===== src/rtl/sram_ctrl_pkg.sv =====
package sram_ctrl_pkg;

    typedef enum logic [2:0] {
        ST_IDLE,
        ST_W_SETUP,
        ST_W_PULSE,
        ST_W_HOLD,
        ST_W_REC,
        ST_R_ACCESS,
        ST_R_REC
    } ctrl_state_e;

    // Round a time up to whole clock cycles, never below one.
    function automatic int ns_to_cycles(input int t_ns, input int clk_ns);
        int c;
        c = (t_ns + clk_ns - 1) / clk_ns;
        return (c < 1) ? 1 : c;
    endfunction

    function automatic int max_int(input int a, input int b);
        return (a > b) ? a : b;
    endfunction

endpackage


===== src/rtl/sram_phase_timer.sv =====
module sram_phase_timer #(
    parameter int CW = 3
) (
    input  logic          clk,
    input  logic          rst_n,
    input  logic          load,
    input  logic [CW-1:0] load_val,
    output logic          done
);

    logic [CW-1:0] cnt;

    always_ff @(posedge clk or negedge rst_n) begin
        if (!rst_n) begin
            cnt <= '0;
        end else if (load) begin
            cnt <= load_val;
        end else if (cnt != '0) begin
            cnt <= cnt - 1'b1;
        end
    end

    assign done = (cnt == '0);

endmodule


===== src/rtl/sram_lane_regs.sv =====
module sram_lane_regs #(
    parameter int ADDR_W = 11,
    parameter int DATA_W = 8
) (
    input  logic              clk,
    input  logic              rst_n,
    input  logic              take_req,
    input  logic [ADDR_W-1:0] req_addr,
    input  logic [DATA_W-1:0] req_wdata,
    input  logic              capture,
    input  logic [DATA_W-1:0] dq_in,
    output logic [ADDR_W-1:0] addr_q,
    output logic [DATA_W-1:0] wdata_q,
    output logic [DATA_W-1:0] rdata_q
);

    always_ff @(posedge clk or negedge rst_n) begin
        if (!rst_n) begin
            addr_q  <= '0;
            wdata_q <= '0;
        end else if (take_req) begin
            addr_q  <= req_addr;
            wdata_q <= req_wdata;
        end
    end

    always_ff @(posedge clk or negedge rst_n) begin
        if (!rst_n) begin
            rdata_q <= '0;
        end else if (capture) begin
            rdata_q <= dq_in;
        end
    end

endmodule


===== src/rtl/sram_async_ctrl.sv =====
module sram_async_ctrl
    import sram_ctrl_pkg::*;
#(
    parameter int ADDR_W  = 11,
    parameter int DATA_W  = 8,
    parameter int CLK_NS  = 5,
    parameter int T_AS_NS = 0,
    parameter int T_WP_NS = 12,
    parameter int T_DW_NS = 12,
    parameter int T_WR_NS = 0,
    parameter int T_WC_NS = 15,
    parameter int T_AA_NS = 15,
    parameter int T_RC_NS = 15
) (
    input  logic              clk,
    input  logic              rst_n,
    input  logic              req_valid,
    input  logic              req_write,
    input  logic [ADDR_W-1:0] req_addr,
    input  logic [DATA_W-1:0] req_wdata,
    output logic              ready,
    output logic [DATA_W-1:0] rd_data,
    output logic [ADDR_W-1:0] mem_addr,
    output logic              mem_cs_n,
    output logic              mem_oe_n,
    output logic              mem_we_n,
    output logic              mem_dq_oe,
    output logic [DATA_W-1:0] mem_dq_out,
    input  logic [DATA_W-1:0] mem_dq_in
);

    // Phase lengths in cycles
    localparam int SU_CYC  = ns_to_cycles(T_AS_NS, CLK_NS);
    localparam int WP_CYC  = max_int(ns_to_cycles(T_WP_NS, CLK_NS),
                                     ns_to_cycles(T_DW_NS, CLK_NS));
    localparam int HD_CYC  = 1;
    localparam int WC_CYC  = ns_to_cycles(T_WC_NS, CLK_NS);
    localparam int WR_CYC  = max_int(ns_to_cycles(T_WR_NS, CLK_NS),
                                     WC_CYC - SU_CYC - WP_CYC - HD_CYC);
    localparam int AA_CYC  = ns_to_cycles(T_AA_NS, CLK_NS);
    localparam int RR_CYC  = max_int(1, ns_to_cycles(T_RC_NS, CLK_NS) - AA_CYC);
    localparam int MAX_LEN = max_int(max_int(max_int(SU_CYC, WP_CYC), max_int(WR_CYC, AA_CYC)),
                                     max_int(RR_CYC, HD_CYC));
    localparam int CW      = $clog2(MAX_LEN + 1);

    ctrl_state_e   state, nxt;
    logic          tmr_load;
    logic [CW-1:0] tmr_val;
    logic          tmr_done;
    logic          take_req;
    logic          capture;

    // State register
    always_ff @(posedge clk or negedge rst_n) begin
        if (!rst_n) begin
            state <= ST_IDLE;
        end else begin
            state <= nxt;
        end
    end

    // Next state and phase-counter loading
    always_comb begin
        nxt      = state;
        tmr_load = 1'b0;
        tmr_val  = '0;
        take_req = 1'b0;
        capture  = 1'b0;
        unique case (state)
            ST_IDLE: begin
                if (req_valid) begin
                    take_req = 1'b1;
                    tmr_load = 1'b1;
                    if (req_write) begin
                        nxt     = ST_W_SETUP;
                        tmr_val = CW'(SU_CYC - 1);
                    end else begin
                        nxt     = ST_R_ACCESS;
                        tmr_val = CW'(AA_CYC - 1);
                    end
                end
            end
            ST_W_SETUP: if (tmr_done) begin
                nxt      = ST_W_PULSE;
                tmr_load = 1'b1;
                tmr_val  = CW'(WP_CYC - 1);
            end
            ST_W_PULSE: if (tmr_done) begin
                nxt      = ST_W_HOLD;
                tmr_load = 1'b1;
                tmr_val  = CW'(HD_CYC - 1);
            end
            ST_W_HOLD: if (tmr_done) begin
                nxt      = ST_W_REC;
                tmr_load = 1'b1;
                tmr_val  = CW'(WR_CYC - 1);
            end
            ST_W_REC: if (tmr_done) begin
                nxt = ST_IDLE;
            end
            ST_R_ACCESS: if (tmr_done) begin
                nxt      = ST_R_REC;
                capture  = 1'b1;
                tmr_load = 1'b1;
                tmr_val  = CW'(RR_CYC - 1);
            end
            ST_R_REC: if (tmr_done) begin
                nxt = ST_IDLE;
            end
            default: nxt = ST_IDLE;
        endcase
    end

    // Memory strobes decoded from the state
    always_comb begin
        ready     = 1'b0;
        mem_cs_n  = 1'b1;
        mem_oe_n  = 1'b1;
        mem_we_n  = 1'b1;
        mem_dq_oe = 1'b0;
        unique case (state)
            ST_IDLE:     ready = 1'b1;
            ST_W_SETUP:  mem_cs_n = 1'b0;
            ST_W_PULSE: begin
                mem_cs_n  = 1'b0;
                mem_we_n  = 1'b0;
                mem_dq_oe = 1'b1;
            end
            ST_W_HOLD: begin
                mem_cs_n  = 1'b0;
                mem_dq_oe = 1'b1;
            end
            ST_W_REC:    ;
            ST_R_ACCESS: begin
                mem_cs_n = 1'b0;
                mem_oe_n = 1'b0;
            end
            ST_R_REC:    ;
            default:     ;
        endcase
    end

    sram_phase_timer #(.CW(CW)) u_timer (
        .clk      (clk),
        .rst_n    (rst_n),
        .load     (tmr_load),
        .load_val (tmr_val),
        .done     (tmr_done)
    );

    sram_lane_regs #(.ADDR_W(ADDR_W), .DATA_W(DATA_W)) u_lane (
        .clk       (clk),
        .rst_n     (rst_n),
        .take_req  (take_req),
        .req_addr  (req_addr),
        .req_wdata (req_wdata),
        .capture   (capture),
        .dq_in     (mem_dq_in),
        .addr_q    (mem_addr),
        .wdata_q   (mem_dq_out),
        .rdata_q   (rd_data)
    );

endmodule


===== config.mk =====
export PLATFORM = sky130hd
export DESIGN_NAME = sram_async_ctrl
export DESIGN_NICKNAME = d
export VERILOG_FILES = /design/src/rtl/sram_ctrl_pkg.sv /design/src/rtl/sram_phase_timer.sv /design/src/rtl/sram_lane_regs.sv /design/src/rtl/sram_async_ctrl.sv
export SDC_FILE = /design/constraint.sdc
export NUM_CORES = 1
export LEC_CHECK = 0
export BUFFER_PORTS_ARGS = -buffer_cell sky130_fd_sc_hd__buf_2
export CORE_MARGIN = 10
export CORE_UTILIZATION = 25
export CTS_CLUSTER_SIZE = 40
export DETAILED_ROUTE_END_ITERATION = 8
export PLACE_DENSITY = 0.49
export SLEW_MARGIN = 5
export SYNTH_ARGS = -nofsm -noshare
export SYNTH_HDL_FRONTEND = slang
export SYNTH_SLANG_ARGS = --single-unit

===== constraint.sdc =====
create_clock -name clk -period 2.7 [get_ports clk]
set_input_delay 0.135 -clock clk [delete_from_list [all_inputs] [get_ports clk]]
set_output_delay 0.135 -clock clk [all_outputs]
set_load 0.01 [all_outputs]

==> key figures <==
Outcome
  • Status: complete, no violations

Timing
  • Setup violators final: 0
  • RSZ-0062 raised after global routing: false
  • Crit path time final: 1.59 ns
  • FMAX: 0.629 GHz
  • PnR worst setup slack: 1.11 ns
  • Final Hold Fails: 0
  • Final TNS setup: 0 ns
  • Max Slew Vio Count: 0
  • Final period util: 58.9%
  • Rel. slew slack: 53.5%
  • Worst Max-Slew Pin Slew: 0.698 ns
  • Hold WS: 0.0720 ns
  • Clk_skew: 0.00415 ns

Logic synthesis
  • Syn Nets: 135
  • Average size of a mapped cell: 13.8 um^2
  • Dominant cell type by area after synthesis: dfrtp_1
  • FFs w/ async S/R, synth: 100%
  • Yosys Warn Count: 0
  • Register area share after synthesis: 56.5%
  • Main synth FF type: dfrtp_1
  • Share of the synthesized area in the top cell type: 56.5%
  • Number of synthesized register bits: 32
  • Netlist cell types: 29
  • Mapped Cells: 103
  • EDFF count, synth: 0
  • Top post-synthesis cells by area: dfrtp_1, mux2_2, buf_6
  • Syn Std Cell Area: 1420 um^2

Worst setup path
  • Reg2reg setup slack: 1.11 ns
  • Critical Path Sink Type: flop
  • Worst path arrival time: 1.76 ns
  • Crit start category: flop
  • Worst-path cell chain: nor3_4 > buf_4 > mux2_2
  • Crit-path slowest cell: dfrtp_1
  • Crit Path Class: flop to flop
  • Worst path max stage delay: 0.57 ns
  • R2r startpoint: state[0]
  • FF-to-FF path depth: 3
  • Worst Setup SP: state[0]
  • Max Fanout on Critical Path: 21
  • Reg2reg end: u_lane.addr_q[0]
  • Worst Path Required: 2.87 ns

Drt
  • Number of routed nets with antenna violations: 0
  • Iteration-0 DRC Markers: 15
  • Vias: 1012
  • DR WL/cell: 14.3 um
  • DRC Markers: 0
  • Routed wire length: 3430 um
  • Drt first pass iters: 4
  • Avg Vias per Cell: 4.22

Die
  • Core Rows: 27
  • Chip width: 95.3 um
  • Core footprint: 5510 um^2
  • Chip Height: 95.3 um
  • Die area: 9080 um^2
  • Top Ports: 63
  • Initial Utilization: 25.7%

Clock tree
  • CTS Root Cell: clkbuf_8
  • Setup bufs post-CTS: 0
  • Clock sinks: 32
  • Worst-skew pair later-pin latency: 0.28 ns
  • Worst-path clk slew: 0.07 ns
  • Total CTS buffers: 5
  • H-tree depth reported by CTS: 2
  • TritonCTS clock tree: built
  • Resize count post-CTS: 0
  • Clk buf depth: 2

Layout
  • Non-Filler Instances: 240
  • # diodes: 0
  • Final instance area: 1890 um^2
  • NumNets Final: 199
  • Fill count: 558
  • FF/Latch Area: 801 um^2
  • Share of layout cells above drive strength 1: 61.3%
  • Post-layout util: 34.2%
  • Area of the multi-input gates: 548 um^2
  • Synth-to-Final Area Change: 33.1%

Min path
  • Worst hold stages: 2
  • Hold_sp: req_addr[8]
  • Hold Path Class: input port to flop
  • WHS Endpoint: u_lane.addr_q[8]

GRT
  • Largest net degree at the start of global routing: 33
  • Most used routing layer: met2
  • GRT Util Overall: 7.76%
  • GR Util met1: 7.87%
  • Met2 usage: 13.3%
  • Global-route wire length before repair: 5430 um
  • Met3 GRT Util: 2.83%
  • Vias in the first global route: 1099
  • GRT overflow: 0
  • Initial antenna violation count: 0

Place
  • Post-detail-place hpwl: 2630 um
  • Post-Place Setup Slack: 1.10 ns
  • Placed insts: 231
  • Placed Area: 1770 um^2
  • Placer Congestion: 0.750
  • Port Buf Inserts: 62

Power and ir drop
  • Max rail drop VDD: 0.000328 V
  • Pleak: 0.886 nW
  • Pwr dens: 1230 nW/um^2
  • Total power draw: 2.32 mW

Run
  • Max_cap viols: 0
[cells by family after synthesis]
kind of cell	synth area share [%]
adder cells (fa/ha/maj)	0.883
flip-flops	56.5
AO/OA/AOI/OAI	5.21
buffers and inverters	4.77
multiplexers	22.3
AND/OR/NAND/NOR	10.3
[cells in the mapped netlist (2+ instances only)]
library cell,count
mux2_2,27
or2_2,2
o21ai_0,4
a21oi_1,3
nor3b_1,2
buf_6,3
dfrtp_1,32
inv_1,3
nor2_1,3
nand2_1,3
buf_2,3
[critical path, delay by kind of cell, from the launching register on]
family                 cells  cell delay (ns)
and+or+nand+nor            1             0.22
DFF                        1             0.57
buffers and inverters      1             0.30
muxes                      1             0.37
[timing repair]
item,CTS,global route
hold endpoints to repair,32,0
hold buffers,1,0
setup endpoints to repair,0,0
[area by class of cell]
type	count	share of cell area [%]
inverter	3	0.597
multi-input combinational	61	29.1
sequential	32	42.5
clock buffer	6	3.85
tap	72	4.78
timing repair buffer	64	17.4
clock inverter	2	1.86
[worst max-delay path by stage]
stage                   endpoint  slack (ns)
2_1_floorplan  u_lane.rdata_q[0]        1.39
3_3_place_gp    u_lane.addr_q[2]        1.15
3_5_place_dp      u_timer.cnt[1]        1.10
4_1_cts           u_timer.cnt[1]        1.09
5_1_grt           u_timer.cnt[1]        1.01
6_report        u_lane.addr_q[0]        1.11
[cells in the final DEF (no fill, tap or decap)]
cell type,count
a21oi_1,3
a22oi_1,1
a31oi_1,1
and2_1,1
and2b_1,1
and3_1,1
buf_2,62
buf_4,1
bufinv_16,1
clkbuf_1,1
clkbuf_8,5
clkinv_2,1
dfrtp_1,32
dlygate4sd3_1,1
ha_1,1
inv_1,3
mux2_1,1
mux2_2,27
nand2_1,3
nand2b_1,1
nand2b_4,1
nand3_4,1
nor2_1,3
nor2b_2,1
nor3_1,1
nor3_4,1
nor3b_1,2
nor4b_1,1
o211ai_1,1
o21ai_0,4
o31a_1,1
o32ai_1,1
or2_2,2
[layer usage]
layer,vias to the layer above,part of all wire [%]
met5,-,0
met4,0,2.5
met3,6,6.8
met2,29,52
met1,489,38
li1,488,-
[power by group]
| group | switching (mW) | internal (mW) | leakage, nW |
|---|---|---|---|
| Combinational | 0.468 | 0.511 | 0.452 |
| Sequential | 0.175 | 0.726 | 0.380 |
| Clock | 0.170 | 0.273 | 0.0552 |
| Total | 0.813 | 1.51 | 0.886 |
[state kept, by name (all words and copies together), names as in the netlist]
name and cells:
u_timer.cnt 2, state 3, u_lane.wdata_q 8, u_lane.addr_q 11, u_lane.rdata_q 8
Power figures use the tool's default switching activity.
